**src/rtl/tlb_refbit_pkg.sv**
```systemverilog
`timescale 1ns/1ps
package tlb_refbit_pkg;
    parameter int VPN_W = 20;
    parameter int PPN_W = 16;

    typedef struct packed {
        logic prot;
        logic rd;
        logic wr;
    } tlb_perm_t;

    typedef struct packed {
        logic             valid;
        logic             refd;
        logic             dirty;
        tlb_perm_t        perm;
        logic [VPN_W-1:0] vpn;
        logic [PPN_W-1:0] ppn;
    } tlb_entry_t;

    typedef enum logic [0:0] {
        TLB_IDLE,
        TLB_WAIT_FILL
    } tlb_state_e;
endpackage

```
**src/rtl/tlb_refbit_match.sv**
```systemverilog
`timescale 1ns/1ps
module tlb_refbit_match
    import tlb_refbit_pkg::*;
#(
    parameter int ENTRIES = 8
) (
    input  logic [ENTRIES-1:0]            valid_vec,
    input  logic [ENTRIES-1:0][VPN_W-1:0] vpn_arr,
    input  logic [VPN_W-1:0]              key,
    output logic [ENTRIES-1:0]            match_vec
);
    for (genvar g = 0; g < ENTRIES; g++) begin : g_cmp
        assign match_vec[g] = valid_vec[g] && (vpn_arr[g] == key);
    end
endmodule

```
**src/rtl/tlb_refbit_victim.sv**
```systemverilog
`timescale 1ns/1ps
module tlb_refbit_victim #(
    parameter int ENTRIES = 8,
    localparam int IDX_W  = (ENTRIES > 1) ? $clog2(ENTRIES) : 1
) (
    input  logic [ENTRIES-1:0] valid_vec,
    input  logic [ENTRIES-1:0] refd_vec,
    input  logic [IDX_W-1:0]   rr_ptr,
    output logic [IDX_W-1:0]   victim
);
    logic             have_free, have_cold;
    logic [IDX_W-1:0] free_idx, cold_idx;

    always_comb begin
        have_free = 1'b0;
        have_cold = 1'b0;
        free_idx  = '0;
        cold_idx  = '0;
        // scan downward so the lowest index wins
        for (int i = ENTRIES - 1; i >= 0; i--) begin
            if (!valid_vec[i]) begin
                have_free = 1'b1;
                free_idx  = IDX_W'(i);
            end
            if (valid_vec[i] && !refd_vec[i]) begin
                have_cold = 1'b1;
                cold_idx  = IDX_W'(i);
            end
        end
        if (have_free)      victim = free_idx;
        else if (have_cold) victim = cold_idx;
        else                victim = rr_ptr;
    end
endmodule

```
**src/rtl/tlb_refbit.sv**
```systemverilog
`timescale 1ns/1ps
module tlb_refbit
    import tlb_refbit_pkg::*;
#(
    parameter int ENTRIES = 8
) (
    input  logic             clk,
    input  logic             rst_n,
    input  logic             lk_valid,
    input  logic [VPN_W-1:0] lk_vpn,
    input  logic             lk_write,
    input  logic             lk_super,
    output logic             lk_hit,
    output logic             lk_miss,
    output logic             lk_fault,
    output logic [PPN_W-1:0] lk_ppn,
    output logic             walk_req,
    output logic [VPN_W-1:0] walk_vpn,
    input  logic             fill_valid,
    input  logic [VPN_W-1:0] fill_vpn,
    input  logic [PPN_W-1:0] fill_ppn,
    input  logic             fill_prot,
    input  logic             fill_rd,
    input  logic             fill_wr,
    input  logic             ref_clear,
    input  logic             flush,
    output logic             evict_valid,
    output logic [VPN_W-1:0] evict_vpn,
    output logic [PPN_W-1:0] evict_ppn,
    output logic             evict_dirty
);
    localparam int IDX_W = (ENTRIES > 1) ? $clog2(ENTRIES) : 1;

    tlb_entry_t                    ent_q [ENTRIES];
    logic [ENTRIES-1:0]            valid_vec, refd_vec, match_vec;
    logic [ENTRIES-1:0][VPN_W-1:0] vpn_arr;
    logic [IDX_W-1:0]              hit_idx, vic_idx, rr_q;
    logic                          any_match, perm_ok, fill_take;
    tlb_entry_t                    hit_ent, vic_ent, new_ent;
    tlb_state_e                    state_q, state_d;
    logic [VPN_W-1:0]              walk_vpn_q;

    for (genvar g = 0; g < ENTRIES; g++) begin : g_flat
        assign valid_vec[g] = ent_q[g].valid;
        assign refd_vec[g]  = ent_q[g].refd;
        assign vpn_arr[g]   = ent_q[g].vpn;
    end

    tlb_refbit_match #(.ENTRIES(ENTRIES)) i_match (
        .valid_vec (valid_vec),
        .vpn_arr   (vpn_arr),
        .key       (lk_vpn),
        .match_vec (match_vec)
    );

    tlb_refbit_victim #(.ENTRIES(ENTRIES)) i_victim (
        .valid_vec (valid_vec),
        .refd_vec  (refd_vec),
        .rr_ptr    (rr_q),
        .victim    (vic_idx)
    );

    // lookup path
    always_comb begin
        hit_idx = '0;
        for (int i = 0; i < ENTRIES; i++) begin
            if (match_vec[i]) hit_idx = IDX_W'(i);
        end
    end

    assign any_match = |match_vec;
    assign hit_ent   = ent_q[hit_idx];
    assign perm_ok   = (!hit_ent.perm.prot || lk_super) &&
                       (lk_write ? hit_ent.perm.wr : hit_ent.perm.rd);
    assign lk_hit    = lk_valid && any_match && perm_ok;
    assign lk_fault  = lk_valid && any_match && !perm_ok;
    assign lk_miss   = lk_valid && !any_match;
    assign lk_ppn    = any_match ? hit_ent.ppn : '0;

    // fill and eviction path
    assign fill_take   = fill_valid && !flush;
    assign vic_ent     = ent_q[vic_idx];
    assign evict_valid = fill_take && vic_ent.valid;
    assign evict_vpn   = vic_ent.vpn;
    assign evict_ppn   = vic_ent.ppn;
    assign evict_dirty = evict_valid && vic_ent.dirty;

    always_comb begin
        new_ent           = '0;
        new_ent.valid     = 1'b1;
        new_ent.refd      = 1'b1;
        new_ent.perm.prot = fill_prot;
        new_ent.perm.rd   = fill_rd;
        new_ent.perm.wr   = fill_wr;
        new_ent.vpn       = fill_vpn;
        new_ent.ppn       = fill_ppn;
    end

    always_ff @(posedge clk or negedge rst_n) begin
        if (!rst_n) begin
            for (int i = 0; i < ENTRIES; i++) ent_q[i] <= '0;
            rr_q <= '0;
        end else begin
            for (int i = 0; i < ENTRIES; i++) begin
                if (flush) begin
                    ent_q[i].valid <= 1'b0;
                    ent_q[i].refd  <= 1'b0;
                    ent_q[i].dirty <= 1'b0;
                end else begin
                    if (ref_clear) ent_q[i].refd <= 1'b0;
                    if (lk_hit && hit_idx == IDX_W'(i)) begin
                        ent_q[i].refd <= 1'b1;
                        if (lk_write) ent_q[i].dirty <= 1'b1;
                    end
                    if (fill_take && vic_idx == IDX_W'(i)) ent_q[i] <= new_ent;
                end
            end
            if (fill_take) begin
                rr_q <= (rr_q == IDX_W'(ENTRIES - 1)) ? '0 : rr_q + 1'b1;
            end
        end
    end

    // walk controller: state register
    always_ff @(posedge clk or negedge rst_n) begin
        if (!rst_n) begin
            state_q    <= TLB_IDLE;
            walk_vpn_q <= '0;
        end else begin
            state_q <= state_d;
            if (state_q == TLB_IDLE && lk_miss) walk_vpn_q <= lk_vpn;
        end
    end

    always_comb begin
        state_d = state_q;
        unique case (state_q)
            TLB_IDLE:      if (lk_miss)    state_d = TLB_WAIT_FILL;
            TLB_WAIT_FILL: if (fill_valid) state_d = TLB_IDLE;
            default:                       state_d = TLB_IDLE;
        endcase
    end

    // walk controller: outputs
    always_comb begin
        walk_req = 1'b0;
        walk_vpn = walk_vpn_q;
        unique case (state_q)
            TLB_IDLE:      walk_req = 1'b0;
            TLB_WAIT_FILL: walk_req = 1'b1;
            default:       walk_req = 1'b0;
        endcase
    end
endmodule

```
**config.mk**
```make
export PLATFORM = sky130hd
export DESIGN_NAME = tlb_refbit
export DESIGN_NICKNAME = d
export VERILOG_FILES = /design/src/rtl/tlb_refbit_pkg.sv /design/src/rtl/tlb_refbit_match.sv /design/src/rtl/tlb_refbit_victim.sv /design/src/rtl/tlb_refbit.sv
export SDC_FILE = /design/constraint.sdc
export NUM_CORES = 1
export LEC_CHECK = 0
export BUFFER_PORTS_ARGS = -buffer_cell sky130_fd_sc_hd__buf_2
export CORE_ASPECT_RATIO = 1.5
export CORE_MARGIN = 2
export CORE_UTILIZATION = 30
export DETAILED_ROUTE_END_ITERATION = 16
export PLACE_DENSITY = 0.51
export SYNTH_ARGS = -nofsm -noshare
export SYNTH_HDL_FRONTEND = slang
export SYNTH_SLANG_ARGS = --single-unit
export TNS_END_PERCENT = 20
```
**constraint.sdc**
```tcl
create_clock -name clk -period 11.3 [get_ports clk]
set_input_delay 2.26 -clock clk [delete_from_list [all_inputs] [get_ports clk]]
set_output_delay 2.26 -clock clk [all_outputs]
set_load 0.03 [all_outputs]
```
-- Word-level counts from Yosys, hierarchy flattened
Cells that the tools add are included.
- $add $sub $neg: 1
- $lt $le $gt $ge: 2
- equal/unequal tests: 23
- multiplexer cells: 80
- bitwise gates (word level): 4
- reduce and logical (&&, ||, !) cells: 105
- operators with widths (operator ; number):
    two-way mux 42 bit ; 10
    binary-select mux 42 bit (select 3 bit) ; 2
    == test 20 bit ; 8
    two-way mux 3 bit ; 31
    two-way mux 39 bit ; 2
    nonzero test 3 bit ; 16
    logical AND 1 bit ; 41
    AND reduction 2 bit ; 16
    nonzero test 4 bit ; 8
    == test 3 bit, second input constant ; 9
    two-way mux 1 bit ; 22
    two-way mux 2 bit ; 10
    two-way mux 16 bit ; 1
    nonzero test 2 bit ; 8
    == test 3 x 2 -> 1 bit, second input constant ; 4
    logical NOT 1 bit ; 12
    greater-or-equal comparator 4 bit, second input constant ; 2
    NOT 3 -> 4 bit ; 2
    OR reduction 8 bit ; 1
    == test 3 x 1 -> 1 bit, second input constant ; 2
    logical NOT 3 bit ; 2
    case mux 1 bit (2 select lines) ; 2
    adder 3 x 1 -> 3 bit, second input constant ; 1
    NOT 1 bit ; 2
    logical OR 1 bit ; 1
- register bits after elaboration: 360
- output and inout port bits: 78

-- Depth between registers and ports, before layout
Gate-level depths: netlist (run 1).
- word-level depth: 21
- gate-level depth with buffers: 13

-- By module
Synthesis (run 1) repeated with hierarchy kept, for this count alone.
- cells, all modules: 1542
- area, all modules: 19366.1 um^2
- modules (own cells, without submodules) (module ; instances ; cells an instance ; area each (um^2) ; seq. area each (um^2)):
    tlb_refbit ; 1 ; 1267 ; 17132.7 ; 9008.6
    tlb_refbit_match ; 1 ; 236 ; 1975.6 ; 0.0
    tlb_refbit_victim ; 1 ; 39 ; 257.7 ; 0.0

-- Least setup slack after synthesis (run 1)
OpenSTA, ideal clock, no wires.
- path kind: input -> output
- start: input lk_vpn[5]
- end: output lk_hit
- data arrival time: 5561 ps
- setup slack: 3479 ps
- stages: 10
- path buffers: 1
- path through: buf_6 -> xor2_1 -> or4_1 -> nor4_2 -> o211ai_1 -> a311oi_2 -> mux2i_1 -> a221oi_2 -> and2_2 -> o41ai_1
- word-level cells in the longest chain between the ends: 17
- ends and longest elaborated chain (item ; RTL line ; source):
    start, declared ; tlb_refbit.sv:10 ; input logic [VPN_W-1:0] lk_vpn,
    == test 20 bit ; tlb_refbit_match.sv:13 ; assign match_vec[g] = valid_vec[g] && (vpn_arr[g] == key);
    logical AND 1 bit ; tlb_refbit_match.sv:13 ;
    two-way mux 1 bit ; tlb_refbit.sv:67 ; if (match_vec[i]) hit_idx = IDX_W'(i);
    two-way mux 2 bit (2 in series) ; tlb_refbit.sv:67 ;
    two-way mux 3 bit (4 in series) ; tlb_refbit.sv:67 ;
    NOT 3 -> 4 bit (implied by the code) ; tlb_refbit.sv:72 ; assign hit_ent = ent_q[hit_idx];
    binary-select mux 42 bit (select 3 bit) ; tlb_refbit.sv:72 ;
    two-way mux 39 bit (implied by the code) (2 in series) ; tlb_refbit.sv:72 ;
    logical NOT 1 bit ; tlb_refbit.sv:73 ; assign perm_ok = (!hit_ent.perm.prot || lk_super) &&
    logical OR 1 bit ; tlb_refbit.sv:73 ;
    logical AND 1 bit ; tlb_refbit.sv:73 ;
    logical AND 1 bit (*) ; tlb_refbit.sv:75 ; assign lk_hit = lk_valid && any_match && perm_ok;
    end, declared ; tlb_refbit.sv:13 ; output logic lk_hit,
Mark *: on every way between the ends. The rest lies on a longest branch, timed or not. The select of a mux whose other input is x is not followed.

-- Worst setup path in the final report (run 1)
- start: input lk_vpn[4]
- end: output lk_hit
Same word-level chain as after synthesis.

==> flow_summary.json, run 1 <==
{
  "status": "finished, final reports clean",
  "cts.repair.resized": 0,
  "finalMaxSlewViolations": 0,
  "yosysTopAreaCell": "dfrtp_1",
  "maxCapViolCount": 0,
  "min_path_type": "flop to flop",
  "die_y_um": 323,
  "hold_depth": 2,
  "first_global_vias": 17400,
  "wire_per_inst_um": 25.8,
  "cp-start-kind": "input pin",
  "core-area_um2": 66900,
  "slowest_delay_ns": 0.90,
  "grt_max_degree": 101,
  "final_util_pct": 34.7,
  "path_cells": "buf_2, xor2_1, nor4_1, nand3_1, nor4_2, nor2_1, a2111oi_0, a221oi_2, and2_2, o41ai_1, buf_2",
  "irDropWorstVdd_uv": 101,
  "root_buffer": "clkbuf_16",
  "grt_pass1_wl_um": 118000,
  "setup_tns_ns": 0,
  "worst_pin_slew_ns": 1.06,
  "holdWs_ns": 0.474,
  "synth_top_area_share_pct": 44.3,
  "cp_slowest_cell": "nor4_2",
  "arrival_ns": 6.90,
  "worstSkewPairLatency_ns": 0.60,
  "firstDrtPassIters": 5,
  "drc": 0,
  "grtUsageTotal_pct": 22.9,
  "cp.required_ns": 9.04,
  "ys_seq_area_share_pct": 44.3,
  "io_pins": 145,
  "synthArstFlopShare_pct": 100,
  "drtAntennaViolNets": 0,
  "die_w_um": 216,
  "rr_worst_depth": 9,
  "fin_crit_sh_pct": 81.0,
  "p_leak_nw": 10.6,
  "ys_ff_latch": 360,
  "drtIter0Drc": 1380,
  "report.final.hold_viol_count": 0,
  "numClockSinks": 360,
  "avgViaCountPerCell": 5.34,
  "antenna_found_initial": 7,
  "dp_hpwl_um": 56400,
  "die-area_um2": 69900,
  "fin_skew_ns": 0.0333,
  "grt-ovfl-total": 0,
  "clockBufferDepth": 3,
  "fp-row-count": 116,
  "layout_min_cycle_time_ns": 9.16,
  "synth.net_count": 2190,
  "htree_levels": 2,
  "end_kind": "primary output",
  "vias": 16600,
  "wirelength_um": 80100,
  "initial_core_util_pct": 30.4,
  "relSlewSlack_pct": 28.9,
  "tritoncts": "done",
  "cts_setup_buffers": 0,
  "numCtsBuffers": 39,
  "rsz0062_at_grt": "false",
  "synthToLayoutAreaGrowth_pct": 14.4,
  "synthCells": 2121,
  "synth.area.top_cells": "dfrtp_1 44%, mux2_2 17%, nand2_1 9.9%",
  "setup_viol": 0,
  "ys_warn_count": 0,
  "max_freq_ghz": 0.109,
  "hold_buffers": 0,
  "port_buffers": 144,
  "ys_types": 70,
  "syn_area_per_cell_um2": 9.58,
  "cpLargestDelayFamily": "simple AND/OR/NAND/NOR gates",
  "crit_top_cell": "buf_2",
  "gp_congestion": 1.01,
  "power_density_nw_per_um2": 169,
  "power_mw": 3.93,
  "synth_edf_count": 0,
  "path_clk_slew_ns": 0.06,
  "nNetsFinal": 2268,
  "cp.depth": 11,
  "drive_gt1_share_pct": 26.2,
  "synthFlopType": "dfrtp_1",
  "path_max_fanout": 9,
  "crit_type": "input pin to primary output",
  "syn-cell-area_um2": 20300,
  "cp_num_buf_inv": 2
}
-- cell usage after synthesis, drive strengths merged, types with 2 or more instances --
cell,instances
nand2,534
dfrtp,360
mux2,308
nand3,227
xnor2,115
clkbuf,97
o21ai,84
mux2i,54
nand4,49
xor2,45
buf,44
nor2,21
inv,18
nor4,18
a21oi,15
nor3,15
a21o,9
a31oi,9
nand2b,9
o211ai,7
and2,5
and3,5
and4,5
nor2b,5
nor4b,5
or2,5
or3b,5
or4,5
a211oi,4
o2111ai,4
a21boi,3
nand4b,3
a221oi,2
a311oi,2
ha,2
nor3b,2
o21a,2
o311ai,2
o31ai,2
-- report_power, final --
part           total (mW)  switching, mW  internal [mW]
Sequential           1.61          0.152           1.46
Combinational       0.988          0.644          0.344
Clock                1.33          0.575          0.757
Total                3.93           1.37           2.56
-- logic make-up (layout without fill, tap and decap cells) --
group           count (synthesis)  count (layout)  synth area share [%]
compound gates                155             155                  4.94
xor+xnor                      160             160                  6.97
fa+ha+maj                       2               2                 0.123
buf+inv                       160             264                  3.30
flops                         360             360                  44.3
mux                           362             362                  19.7
other cells                     0               1                     0
simple gates                  922             922                  20.6
-- worst reg2reg max path: stages (launching register included) --
cell and delay (ns):
dfrtp_1 0.51, inv_1 0.15, a21o_1 0.11, a21boi_0 0.07
o21ai_0 0.56, a32o_4 0.86, buf_4 0.80, nand3_2 0.95
buf_4 0.61, mux2_2 0.35
-- area by class of cell --
class	instances	area, um2
Sequential cell	360	9010
Timing Repair Buffer	178	986
Multi-Input combinational cell	1601	10700
Clock inverter	8	158
Clock buffer	59	1150
Tap cell	885	1110
Antenna cell	1	2.50
Inverter	19	71.3
Fill cell	6765	43700
-- flip-flops by register name (all words and copies together), names as in the netlist --
signal,flops
walk_vpn,20
rr_q,3
ent_q,336
state_q,1
-- through the flow --
stage | instances | worst slack (ns) | area [um2]
after global routing | 3111 | 2.02 | 23200
after global placement | 3043 | 2.03 | 21900
after floorplan | 2121 | 3.48 | 20300
after CTS | 3110 | 2.04 | 23200
final | 3111 | 2.14 | 23200
after detailed placement | 3043 | 2.06 | 21900
-- metal layers --
layer	vias up	track usage, %	part of all wire, %
met5	-	0	0.042
met4	6	13.4	6.4
met3	196	3.18	4.2
met2	512	41.7	51
met1	8411	25.4	38
li1	7476	-	-
-- path summary, 6_finish.rpt --
check,slack [ns],end,start
max in group asynchronous,7.26,ent_q[319],rst_n
hold / removal,0.47,ent_q[204],ent_q[204]
min in group asynchronous,1.68,ent_q[296],rst_n
hold reg to reg,0.47,ent_q[204],ent_q[204]
setup reg to reg,6.23,ent_q[34],ent_q[41]
setup / recovery,2.14,lk_hit,lk_vpn[4]
-- placed cells by master (no fill, tap or decap), types with 7 or more instances in the layout --
cell type and instances:
nand2_1 534, dfrtp_1 360, buf_2 143, clkbuf_1 10, mux2_2 308, nand3_1 223, a21o_1 9, buf_4 34
a21oi_1 15, nor3_1 10, mux2i_1 54, nor2_1 19, o21ai_0 81, nor4_1 13, nand4_1 49, a31oi_1 7
clkbuf_8 10, nand2b_1 9, o211ai_1 7, clkbuf_16 39, xor2_1 45, xnor2_1 113, inv_1 17
Power figures use the tool's default switching activity.
==> run 2, diff against run 1 <==
--- a/config.mk
+++ b/config.mk
@@ -5,12 +5,13 @@
 export SDC_FILE = /design/constraint.sdc
 export NUM_CORES = 1
 export LEC_CHECK = 0
+export ABC_AREA = 1
 export BUFFER_PORTS_ARGS = -buffer_cell sky130_fd_sc_hd__buf_2
 export CORE_ASPECT_RATIO = 1.5
 export CORE_MARGIN = 2
 export CORE_UTILIZATION = 30
 export DETAILED_ROUTE_END_ITERATION = 16
-export PLACE_DENSITY = 0.51
+export PLACE_DENSITY = 0.53
 export SYNTH_ARGS = -nofsm -noshare
 export SYNTH_HDL_FRONTEND = slang
 export SYNTH_SLANG_ARGS = --single-unit
==> constraint.sdc (replaced) <==
create_clock -name clk -period 7.7 [get_ports clk]
set_input_delay 1.54 -clock clk [delete_from_list [all_inputs] [get_ports clk]]
set_output_delay 1.54 -clock clk [all_outputs]
set_load 0.03 [all_outputs]
==> run 2 against run 1 <==
Compared with the run above: global-route usage rose by 5.3 points; largest power group unchanged; count of clock-buffer cells in the layout rose by 1; clock power rose by 53%; first-iteration DRC count rose by 18%; setup slack got worse by 1.1 ns.
==> flow_summary.json, run 2 <==
{
  "die-area_um2": 69500,
  "synth.net_count": 2818,
  "clockBufferDepth": 3,
  "p_sw_mw": 2.08,
  "worstSkewPairLatency_ns": 0.60,
  "synthArstFlopShare_pct": 100,
  "cp-start-kind": "flop",
  "yosysMostFrequentCell": "nand2_1",
  "layoutNonFillerInstCount": 3729,
  "r2r_setup_slack_ns": 2.91,
  "ys_types": 55,
  "dpl_cell_area_um2": 21600,
  "setup_viol": 0,
  "rsz0062_at_grt": "false",
  "htree_levels": 2,
  "cp_slowest_cell": "inv_2",
  "drive_gt1_share_pct": 11.1,
  "final_util_pct": 34.5,
  "root_buffer": "clkbuf_16",
  "min_path_type": "flop to flop",
  "grt_max_degree": 160,
  "irDropWorstVdd_uv": 181,
  "status": "finished, final reports clean",
  "tritoncts": "done",
  "crit_end": "evict_vpn[19]",
  "fin_crit_sh_pct": 85.9,
  "vias": 20100,
  "path_clk_slew_ns": 0.06,
  "comb_power_share_pct": 23.3,
  "initial_core_util_pct": 30.3,
  "synth_xor_area_share_pct": 1.21,
  "cts_setup_buffers": 0,
  "stdcell_area_um2": 23000,
  "synthAdderAreaFrac_pct": 0.124,
  "yosysTopAreaCell": "dfrtp_1",
  "grt_pass1_wl_um": 142000,
  "synthTopCellsByCount": "850 x nand2_1, 413 x o21ai_0, 360 x dfrtp_1, 228 x inv_1, 214 x nor2_1",
  "ys_seq_area_share_pct": 44.6,
  "synthCells": 2749,
  "core-area_um2": 66600,
  "synth.area.top_cells": "dfrtp_1 45%, nand2_1 16%, o21ai_0 10%",
  "synth_top_area_share_pct": 44.6,
  "nNetsFinal": 2884,
  "holdWs_ns": 0.481,
  "die_w_um": 216,
  "largest_register_ffs": 336,
  "io_pins": 145,
  "dp_hpwl_um": 70300,
  "gp_congestion": 1.06,
  "power_mw": 5.77,
  "first_global_vias": 19700,
  "synthToLayoutAreaGrowth_pct": 13.7,
  "antenna_found_initial": 3,
  "die_y_um": 322,
  "grt-ovfl-total": 0,
  "power_density_nw_per_um2": 251,
  "slowest_delay_ns": 0.91,
  "fin_skew_ns": 0.0303,
  "p_leak_nw": 10.5,
  "wirelength_um": 99000,
  "max_freq_ghz": 0.151,
  "path_max_fanout": 29,
  "report.final.hold_viol_count": 0,
  "path_cells": "inv_1, nor3_1, nand2_1, inv_1, nand3_1, nand2_1, nand2_1, inv_2, buf_4, a221oi_1, o21ai_0, buf_2",
  "relSlewSlack_pct": 23.3,
  "p_clk_share_pct": 35.2,
  "crit_type": "flop to primary output",
  "drtAntennaViolNets": 0,
  "reg2reg_to": "ent_q[185]",
  "hold_buffers": 0,
  "layout_min_cycle_time_ns": 6.62,
  "grtUsageTotal_pct": 28.2,
  "startpoint": "ent_q[209]",
  "avgViaCountPerCell": 5.38,
  "finalMaxSlewViolations": 0,
  "end_kind": "primary output",
  "synth_edf_count": 0,
  "numClockSinks": 360,
  "syn_area_per_cell_um2": 7.35,
  "worst_slack_ns": 1.08,
  "placedCellCount": 3656,
  "crit_top_cell": "nand2_1",
  "drc": 0,
  "pre_cts_ws_ns": 1.23,
  "firstDrtPassIters": 5,
  "syn-cell-area_um2": 20200,
  "ys_warn_count": 0,
  "fp-row-count": 116,
  "final_cell_mix": "844 x nand2_1, 413 x o21ai_0, 360 x dfrtp_1",
  "final_common_cell": "nand2_1",
  "largest-register": "ent_q",
  "rr_worst_depth": 11,
  "synth_compound_gate_area_share_pct": 20.9,
  "worst_pin_slew_ns": 1.15,
  "synth_top_family_by_area": "simple AND/OR/NAND/NOR gates",
  "numCtsBuffers": 42,
  "pwr-share-seq_pct": 41.5,
  "switching_share_pct": 36.1,
  "drtIter0Drc": 1633,
  "synthFlopType": "dfrtp_1",
  "setup_tns_ns": 0,
  "port_buffers": 144,
  "wire_per_inst_um": 26.5,
  "synth.area.mux_share_pct": 0,
  "internal-power_mw": 3.68,
  "maxCapViolCount": 0,
  "cts.repair.resized": 0,
  "r2r_start": "ent_q[209]",
  "ys_ff_latch": 360,
  "arrival_ns": 5.08,
  "cp.required_ns": 6.16,
  "synth-simple-area-share_pct": 24.6
}
## run 2: changes by cell type after synthesis, sizes merged, moves of 21 or more
cell | before | now
a22oi | 0 | 39
mux2 | 308 | 0
xnor2 | 115 | 11
nand2 | 534 | 869
nand3 | 227 | 52
nor2 | 21 | 221
xor2 | 45 | 17
a21oi | 15 | 39
o22ai | 1 | 81
o2111ai | 4 | 25
mux2i | 54 | 0
inv | 18 | 251
o21ai | 84 | 466
## run 2: how the worst min path moves through the flow
| stage | from | endpoint | slack, ns | depth (start not counted) |
|---|---|---|---|---|
| global route | walk_vpn[18] | walk_vpn[18] | 0.49 | 2 |
| finish | walk_vpn[19] | walk_vpn[19] | 0.48 | 2 |
| floorplan | ent_q[38] | ent_q[38] | 0.44 | 2 |
| global placement | ent_q[137] | ent_q[137] | 0.47 | 2 |
| CTS | walk_vpn[19] | walk_vpn[19] | 0.49 | 2 |
| detailed placement | walk_vpn[19] | walk_vpn[19] | 0.47 | 2 |
## run 2: metal layers
metal	vias to the layer above	share of wire, %	track usage (%)
met4	4	8.1	20.0
met5	-	0.025	0
met2	806	49	48.8
met3	264	5.4	3.82
met1	9732	38	32.0
li1	9256	-	-
## run 2: power by group through the flow
stage / Sequential [mW] / Combinational, mW / Clock [mW]
5_1_grt: 2.42 / 1.46 / 2.15
3_3_place_gp: 2.42 / 1.33 / 0
4_1_cts: 2.39 / 1.34 / 2.08
6_report: 2.39 / 1.34 / 2.03
3_5_place_dp: 2.42 / 1.33 / 0
2_1_floorplan: 2.35 / 0.786 / 0
## run 2: layout make-up
cell class	instances	area, um2
fill	7248	43600
multi-input combinational	1983	9530
sequential	360	9010
clock buffer	60	1230
tap	885	1110
timing repair buffer	176	1020
inverter	252	956
clock inverter	11	115
antenna	2	5.00
## run 2: worst max-delay path, delay by kind of cell (launching register included)
kind,cells,cell delay [ns]
AO/OA/AOI/OAI,2,0.63
buffers and inverters,5,1.98
flip-flops,1,0.59
AND/OR/NAND/NOR,5,1.25
## run 2: logic make-up (layout without fill, tap and decap cells)
kind of cell | Yosys count | after routing
DFF | 360 | 360
other | 0 | 2
adders and majority gates | 2 | 2
and+or+nand+nor | 1217 | 1217
buffers and inverters | 406 | 499
AOI/OAI and AO/OA | 736 | 736
xor gates and xnor gates | 28 | 28
==> run 3, diff against run 2 <==
--- a/config.mk
+++ b/config.mk
@@ -7,11 +7,13 @@
 export LEC_CHECK = 0
 export ABC_AREA = 1
 export BUFFER_PORTS_ARGS = -buffer_cell sky130_fd_sc_hd__buf_2
+export CELL_PAD_IN_SITES_DETAIL_PLACEMENT = 1
+export CELL_PAD_IN_SITES_GLOBAL_PLACEMENT = 1
 export CORE_ASPECT_RATIO = 1.5
 export CORE_MARGIN = 2
 export CORE_UTILIZATION = 30
 export DETAILED_ROUTE_END_ITERATION = 16
-export PLACE_DENSITY = 0.53
+export PLACE_DENSITY = 0.66
 export SYNTH_ARGS = -nofsm -noshare
 export SYNTH_HDL_FRONTEND = slang
 export SYNTH_SLANG_ARGS = --single-unit
==> run 3 against run 2 <==
Compared with the run above: non-clock buffer count stayed put; routed wire length is 2.9% higher; critical path depth is 7 higher; combinational power hardly changed; cell count hardly changed; sequential cell count stayed put; die area stayed put; power is 1.2% lower; global-route usage is 1.0 points higher; critical path type is now input pin to primary output; largest cell class unchanged; highest routed layer unchanged.
==> flow_summary.json, run 3 (synthesized netlist as in run 2, its figures left out) <==
{
  "status": "finished, final reports clean",
  "final_cell_mix": "844 x nand2_1, 413 x o21ai_0, 360 x dfrtp_1",
  "grt_max_degree": 174,
  "power_mw": 5.69,
  "worst_pin_slew_ns": 1.16,
  "path_clk_slew_ns": 0.06,
  "avgViaCountPerCell": 5.48,
  "cts_setup_buffers": 0,
  "dpl_cell_area_um2": 21600,
  "layout_min_cycle_time_ns": 6.97,
  "cp-start-kind": "input pin",
  "drc": 0,
  "grt_pass1_wl_um": 148000,
  "max_freq_ghz": 0.144,
  "initial_core_util_pct": 30.3,
  "synthToLayoutAreaGrowth_pct": 13.2,
  "gp_congestion": 1.06,
  "htree_levels": 2,
  "vias": 20400,
  "firstDrtPassIters": 5,
  "p_leak_nw": 10.4,
  "hold_buffers": 0,
  "rsz0062_at_grt": "false",
  "dp_hpwl_um": 74300,
  "antenna_found_initial": 5,
  "wire_per_inst_um": 27.3,
  "tritoncts": "done",
  "fp-row-count": 116,
  "end_kind": "primary output",
  "crit_type": "input pin to primary output",
  "wirelength_um": 102000,
  "drtAntennaViolNets": 0,
  "numClockSinks": 360,
  "worst_slack_ns": 0.732,
  "drive_gt1_share_pct": 11.0,
  "nNetsFinal": 2883,
  "grt-ovfl-total": 0,
  "die_w_um": 216,
  "cp.required_ns": 6.16,
  "path_max_fanout": 17,
  "finalMaxSlewViolations": 0,
  "worstSkewPairLatency_ns": 0.58,
  "io_pins": 145,
  "largest_register_ffs": 336,
  "final_common_cell": "nand2_1",
  "drtIter0Drc": 1467,
  "pre_cts_ws_ns": 0.831,
  "power_density_nw_per_um2": 249,
  "min_path_type": "flop to flop",
  "stdcell_area_um2": 22900,
  "setup_viol": 0,
  "report.final.hold_viol_count": 0,
  "setup_tns_ns": 0,
  "root_buffer": "clkbuf_16",
  "die_y_um": 322,
  "port_buffers": 144,
  "maxCapViolCount": 0,
  "core-area_um2": 66600,
  "fin_crit_sh_pct": 90.5,
  "clockBufferDepth": 3,
  "relSlewSlack_pct": 23.0,
  "grtUsageTotal_pct": 29.2,
  "die-area_um2": 69500,
  "irDropWorstVdd_uv": 194,
  "first_global_vias": 21400,
  "cts.repair.resized": 0,
  "arrival_ns": 5.43,
  "numCtsBuffers": 41,
  "largest-register": "ent_q",
  "fin_skew_ns": 0.0210
}
-- run 3: cell types whose count changed in the layout (fill, tap and decap cells not counted), sizes merged --
cell | before | now
inv | 254 | 252
clkinvlp | 1 | 4
clkbuf | 60 | 56
clkinv | 6 | 9
diode | 2 | 1
-- run 3: stage by stage --
step	instances	hold WS [ns]	utilization, %
after CTS	3727	0.486	34.3
after floorplan	2749	0.444	-
final	3728	0.481	34.3
after detailed placement	3656	0.473	32.4
after global routing	3727	0.509	34.3
after global placement	3656	0.464	32.4
-- run 3: area by class of cell --
type	instances	area (um2)
clock inverters	15	143
well taps	885	1110
flip-flops and latches	360	9010
multi-input cells	1983	9510
clock buffers	56	1140
diodes	1	2.50
repair buffers	176	996
fillers	8247	43800
inverters	252	957
-- run 3: critical path: stages --
cell and delay [ns]:
buf_2 0.20, inv_2 0.20, nand2_1 0.38, o21ai_0 0.42, nor2_1 0.19, nand2_1 0.07, nor2_1 0.10, nand3_1 0.12
nand2_1 0.09, nand2_1 0.05, nand2_1 0.06, nand2_1 0.06, nand2_2 0.11, nand2_4 0.10, nand2_1 0.67, buf_4 0.33
o22ai_1 0.10, o32ai_1 0.35, buf_2 0.26
-- run 3: power breakdown --
group / internal, mW / switching (mW)
registers: 2.13 / 0.252
logic: 0.374 / 0.979
clock network: 1.11 / 0.850
-- run 3: worst paths after layout --
check | to | slack [ns] | start | depth (start not counted)
max | lk_ppn[15] | 0.73 | lk_vpn[4] | 19
min | ent_q[121] | 0.48 | ent_q[121] | 2
max reg2reg | ent_q[124] | 3.07 | ent_q[41] | 17
min reg2reg | ent_q[121] | 0.48 | ent_q[121] | 2
max in group asynchronous | ent_q[104] | 5.10 | rst_n | 2
min in group asynchronous | ent_q[73] | 1.01 | rst_n | 1
-- run 3: routing by layer --
layer,track usage [%],vias to the layer above,part of all wire (%)
li1,-,9234,-
met5,0,-,0.029
met1,32.6,10200,38
met3,3.66,268,4.5
met2,52.2,681,50
met4,18.9,4,7.2
